## src/rtl/seg_chk_pkg.sv

```systemverilog
package seg_chk_pkg;

    localparam int SEL_W = 16;
    localparam int WORD_W = 32;

    typedef enum logic [7:0] {
        VEC_NP = 8'd11,
        VEC_SS = 8'd12,
        VEC_GP = 8'd13
    } fault_vec_e;

    typedef struct packed {
        logic       present;
        logic [1:0] dpl;
        logic       seg;
        logic       code;
        logic       conf;
        logic       rw;
    } desc_attr_t;

    typedef struct packed {
        logic             fault;
        fault_vec_e       vec;
        logic [SEL_W-1:0] err;
    } verdict_t;

    function automatic desc_attr_t attr_of(input logic [WORD_W-1:0] hi);
        desc_attr_t a;
        a.present = hi[15];
        a.dpl     = hi[14:13];
        a.seg     = hi[12];
        a.code    = hi[11];
        a.conf    = hi[10];
        a.rw      = hi[9];
        return a;
    endfunction

    function automatic logic [SEL_W-1:0] err_code(input logic [SEL_W-1:0] sel);
        return {sel[SEL_W-1:2], 2'b00};
    endfunction

endpackage

```

## src/rtl/desc_rules.sv

```systemverilog
module desc_rules
    import seg_chk_pkg::*;
(
    input  logic              is_ss,
    input  logic [SEL_W-1:0]  sel,
    input  logic [1:0]        cpl,
    input  logic [WORD_W-1:0] hi,
    output verdict_t          verdict
);
    desc_attr_t a;
    logic [1:0] rpl;
    logic       type_bad;
    logic       priv_bad;

    always_comb begin
        a   = attr_of(hi);
        rpl = sel[1:0];
        if (is_ss) begin
            type_bad = a.code || !a.rw;
            priv_bad = (rpl != cpl) || (a.dpl != cpl);
        end else begin
            type_bad = a.code && !a.rw;
            priv_bad = (!a.code || !a.conf) && ((a.dpl < cpl) || (a.dpl < rpl));
        end

        verdict.fault = 1'b0;
        verdict.vec   = VEC_GP;
        verdict.err   = err_code(sel);
        if (!a.seg || type_bad || priv_bad) begin
            verdict.fault = 1'b1;
        end else if (!a.present) begin
            verdict.fault = 1'b1;
            verdict.vec   = is_ss ? VEC_SS : VEC_NP;
        end
    end
endmodule

```

## config.mk

```make
export PLATFORM = sky130hd
export DESIGN_NAME = desc_rules
export DESIGN_NICKNAME = d
export VERILOG_FILES = /design/src/rtl/seg_chk_pkg.sv /design/src/rtl/desc_rules.sv
export SDC_FILE = /design/constraint.sdc
export NUM_CORES = 1
export LEC_CHECK = 0
export BUFFER_PORTS_ARGS = -buffer_cell sky130_fd_sc_hd__buf_2
export CORE_MARGIN = 3
export CORE_UTILIZATION = 28
export DETAILED_ROUTE_END_ITERATION = 12
export MAX_ROUTING_LAYER = met4
export PLACE_DENSITY = 0.91
export SETUP_SLACK_MARGIN = 0.1
export SLEW_MARGIN = 5
export SYNTH_ARGS = -nofsm -noshare
export SYNTH_HDL_FRONTEND = slang
export SYNTH_SLANG_ARGS = --single-unit
```

## constraint.sdc

```tcl
create_clock -name vclk -period 1.65
set_input_delay 0.0825 -clock vclk [all_inputs]
set_output_delay 0.0825 -clock vclk [all_outputs]
set_load 0.02 [all_outputs]
```

==> results_dict.tcl, run 1 <==
set metrics [dict create \
    status "completed" \
    pwr-share-seq 0 \
    stdcell_count 62 \
    pre_cts_ws_ns 0.1634 \
    power_leakage_nw 0.1803 \
    drive_gt1_frac 0.4583 \
    io_buffers 16 \
    yosysMostFrequentCell "buf_4" \
    synth-seq-area-share 0 \
    die_width_um 42.19 \
    critPathLaunchType "input pin" \
    synthCells 48 \
    cp_common_cell "buf_2" \
    max_stage_delay_ns 0.31 \
    switching_share 0.5807 \
    start_util 0.3130 \
    hold_path_class "in2out" \
    clock_buffers 0 \
    clock_power_share 0 \
    critical_path.endpoint_type "output pin" \
    core_area_um2 1171 \
    p_comb_frac 1.000 \
    final_hold_viol_count 0 \
    fillerInstances 137 \
    rsz0062_at_grt "no" \
    p_int_uw 38.73 \
    postPlaceCellArea_um2 325.3 \
    seqCellArea_um2 0 \
    area_growth_pct -6.826 \
    gr-usage-all-layers 0.05877 \
    fin_crit_ns 1.448 \
    postRouteWirelength_um 625 \
    seq_cells 0 \
    grt_pass1_vias 225 \
    die_h_um 42.19 \
    place_inst 62 \
    avgSynthCellArea_um2 7.638 \
    place_congestion 0.6153 \
    dp_hpwl_um 584.1 \
    criticalPathCategory "in2out" \
    vdd_drop_max_uv 67.78 \
    worstPathCellList "buf_2, inv_1, ha_1, nor2b_4, a2111oi_4, a21oi_2, and3_1, buf_2" \
    arrival_ns 1.37 \
    final_area_um2 341.6 \
    viasPerCell 4.177 \
    grt_max_degree 7 \
    yosysTopAreaCellShare 0.4300 \
    required_ns 1.57 \
    crit_family "compound AO/OA/AOI/OAI gates" \
    switchingPower_uw 53.64 \
    finalCritPeriodShare 0.8774 \
    grt_pass1_wl_um 855 \
    antenna_found_initial 0 \
    synth.distinct_cells 19 \
    grt-ovfl-total 0 \
    setup_slack_ns 0.2024 \
    synthTopCellsByArea "buf_4 (43%), ha_1 (10%), nor2b_4 (7.5%)" \
    nets 104 \
    synth_common_cells "buf_4 (21), inv_1 (5), ha_1 (3)" \
    slowest_stage "ha_1" \
    maxCapViolations 0 \
    maxSlewViolCount 0 \
    drc 0 \
    ant_nets 0 \
    setup_viol 0 \
    setup_tns_ns 0 \
    totalPowerFinal_uw 92.37 \
    startpoint "cpl[1]" \
    ys_warn_count 0 \
    p_per_area_nw_per_um2 270.4 \
    io_pins 76 \
    holdCritStartpoint "sel[13]" \
    antenna_cells 0 \
    wl_per_cell_um 10.08 \
    crit_fanout 3 \
    crit_buf_inv 3 \
    max_freq_mhz 690.8 \
    vias 259 \
    first_pass_iters 1 \
    cts_setup_buffers 0 \
    row_count 12 \
    drt_iter0_drc 0 \
    synth_area_leader_cell "buf_4" \
    synth.cell_area_um2 366.6 \
    fp.dieArea_um2 1780 \
]
[metal layers]
layer / GRT usage / vias up / wire, µm
met4: 0.01242 / 0 / 5
li1: - / 130 / -
met3: 0.02146 / 2 / 93
met2: 0.1064 / 17 / 305
met1: 0.06000 / 110 / 222
met5: - / - / 0
[worst paths after layout]
path / to / depth (start not counted)
max: verdict[17] / 8
min: verdict[13] / 0
[cells by family after synthesis]
kind of cell | after synthesis | share of synthesized area
AOI/OAI and AO/OA | 6 | 0.1638
xor gates and xnor gates | 2 | 0.04779
adders and majority gates | 3 | 0.1024
buffers and inverters | 26 | 0.4812
other | 2 | 0.02049
and+or+nand+nor | 9 | 0.1843
[layout make-up]
class	count	area, µm²	share of cell area
repair buffers	16	80.08	0.2344
well taps	14	17.52	0.05128
multi-input cells	27	225.2	0.6593
inverters	5	18.77	0.05494
[power by group through the flow]
stage	clock network, mW	logic, mW	registers, mW
6_report	0	0.0924	0
5_1_grt	0	0.102	0
2_1_floorplan	0	0.117	0
3_3_place_gp	0	0.0825	0
3_5_place_dp	0	0.0867	0
4_1_cts	0	0.0871	0
[per-stage QoR]
step | hold slack, ns | util
global placement | 0.1651 | 0.2778
finish | 0.1650 | 0.2917
floorplan | 0.2776 | -
CTS | 0.1651 | 0.2778
detailed placement | 0.1651 | 0.2778
global route | 0.1650 | 0.2917
[repair_timing]
item / 4_1_cts / 5_1_grt
gates resized for setup: 0 / 2
setup endpoints to repair: 0 / 1
hold buffers: 0 / 0
[layout by cell type (no fill, tap or decap)]
master and n:
xor2_1 1, a211oi_1 1, a2111oi_4 1, nor2b_4 2, nand3_1 2, inv_1 5, o32ai_2 1, nand2_1 1
a21oi_2 1, a21boi_2 1, conb_1 7, xnor2_1 1, nor2_1 1, and3_1 1, nand3b_1 1, ha_1 3
o21ai_0 1, nand4b_1 1, buf_2 16
(Power assumes the default switching activity.)
==> inputs of run 2 (changes only) <==
--- a/config.mk
+++ b/config.mk
@@ -11,6 +11,7 @@
 export DETAILED_ROUTE_END_ITERATION = 12
 export MAX_ROUTING_LAYER = met4
 export PLACE_DENSITY = 0.91
+export REMOVE_ABC_BUFFERS = 1
 export SETUP_SLACK_MARGIN = 0.1
 export SLEW_MARGIN = 5
 export SYNTH_ARGS = -nofsm -noshare
==> run 2 against run 1 <==
Fmax up 1.1%. Global-route usage up 2.8 points. Via count is 6.2% higher. Combinational power decreased by 1%. Design area did not move. Cell count unchanged. Worst setup slack improved by 0.016 ns. Critical path depth is the same. Non-clock buffer count is the same. Utilization is the same. Hold slack barely moved. Critical path type unchanged.
==> results_dict.tcl, run 2 (synthesis gave the netlist of run 1 again) <==
set metrics [dict create \
    gr-usage-all-layers 0.08727 \
    max_stage_delay_ns 0.30 \
    clock_buffers 0 \
    pre_cts_ws_ns 0.1979 \
    ant_nets 0 \
    arrival_ns 1.35 \
    crit_family "compound AO/OA/AOI/OAI gates" \
    fin_crit_ns 1.432 \
    final_cell_mix "buf_2 (16), conb_1 (7), inv_1 (5)" \
    rsz0062_at_grt "no" \
    area_growth_pct -6.826 \
    drc 0 \
    setup_slack_ns 0.2181 \
    critical_path.endpoint_type "output pin" \
    worstPathCellList "buf_2, inv_1, ha_1, nor2b_4, a2111oi_4, a21oi_2, and3_1, buf_2" \
    die_width_um 42.19 \
    antenna_found_initial 0 \
    critPathLaunchType "input pin" \
    fp.dieArea_um2 1780 \
    wl_per_cell_um 13.79 \
    vdd_drop_max_uv 42.53 \
    cts_setup_buffers 0 \
    grt_pass1_vias 244 \
    first_pass_iters 2 \
    postRouteWirelength_um 855 \
    seqCellArea_um2 0 \
    antenna_cells 0 \
    multiInputGateArea_um2 225.2 \
    power_leakage_nw 0.1803 \
    io_buffers 16 \
    criticalPathCategory "in2out" \
    fillerInstances 131 \
    slowest_stage "ha_1" \
    max_freq_mhz 698.4 \
    crit_fanout 3 \
    drt_iter0_drc 2 \
    vias 275 \
    cp_common_cell "buf_2" \
    start_util 0.3130 \
    crit_buf_inv 3 \
    nets 104 \
    io_pins 76 \
    maxSlewViolCount 0 \
    final_hold_viol_count 0 \
    setup_viol 0 \
    grt-ovfl-total 0 \
    hold_ws_ns 0.1651 \
    maxCapViolations 0 \
    stdcell_count 62 \
    place_congestion 0.8003 \
    row_count 12 \
    place_inst 62 \
    grt_pass1_wl_um 1221 \
    required_ns 1.57 \
    core_area_um2 1171 \
    seq_cells 0 \
    grt_max_degree 7 \
    die_h_um 42.19 \
    drive_gt1_frac 0.4583 \
    viasPerCell 4.435 \
    status "completed" \
    setup_tns_ns 0 \
    finalCritPeriodShare 0.8678 \
    p_per_area_nw_per_um2 267.8 \
    final_common_cell "buf_2" \
    hold_path_class "in2out" \
]
-- run 2: cell counts in the layout (fill, tap and decap cells not counted) --
No cell type changed its count.
-- run 2: final cells by class --
class | instances | share of cell area
Inverter | 5 | 0.05494
Multi-Input combinational cell | 27 | 0.6593
Tap cell | 14 | 0.05128
Timing Repair Buffer | 16 | 0.2344
-- run 2: per-stage QoR --
step                        util  power (mW)  area (µm²)
after floorplan                -     0.05514       227.7
after global placement    0.2778     0.08274       325.3
after detailed placement  0.2778     0.08529       325.3
after CTS                 0.2778     0.08560       325.3
after global routing      0.2917      0.1002       341.6
final                     0.2917     0.09146       341.6
-- run 2: metal layers --
metal | GRT usage | vias up | share of wire
li1 | - | 130 | -
met1 | 0.07250 | 111 | 0.22
met5 | - | - | 0
met2 | 0.1793 | 34 | 0.57
met3 | 0.04292 | 0 | 0.21
met4 | 0 | 0 | 0
-- run 2: worst paths after layout --
| kind | start | end | cells past startpoint |
|---|---|---|---|
| max | cpl[1] | verdict[17] | 8 |
| min | sel[7] | verdict[7] | 0 |
-- run 2: what timing repair did --
item                                    4_1_cts  5_1_grt
endpoints found under the setup margin        0        1
hold buffers                                  0        0
hold endpoints to repair                      0        0
gates resized for setup                       0        2
-- run 2: report_power, final --
group	switching, mW	internal [mW]
clock	0	0
combinational	0.0532	0.0383
sequential	0	0
total	0.0532	0.0383
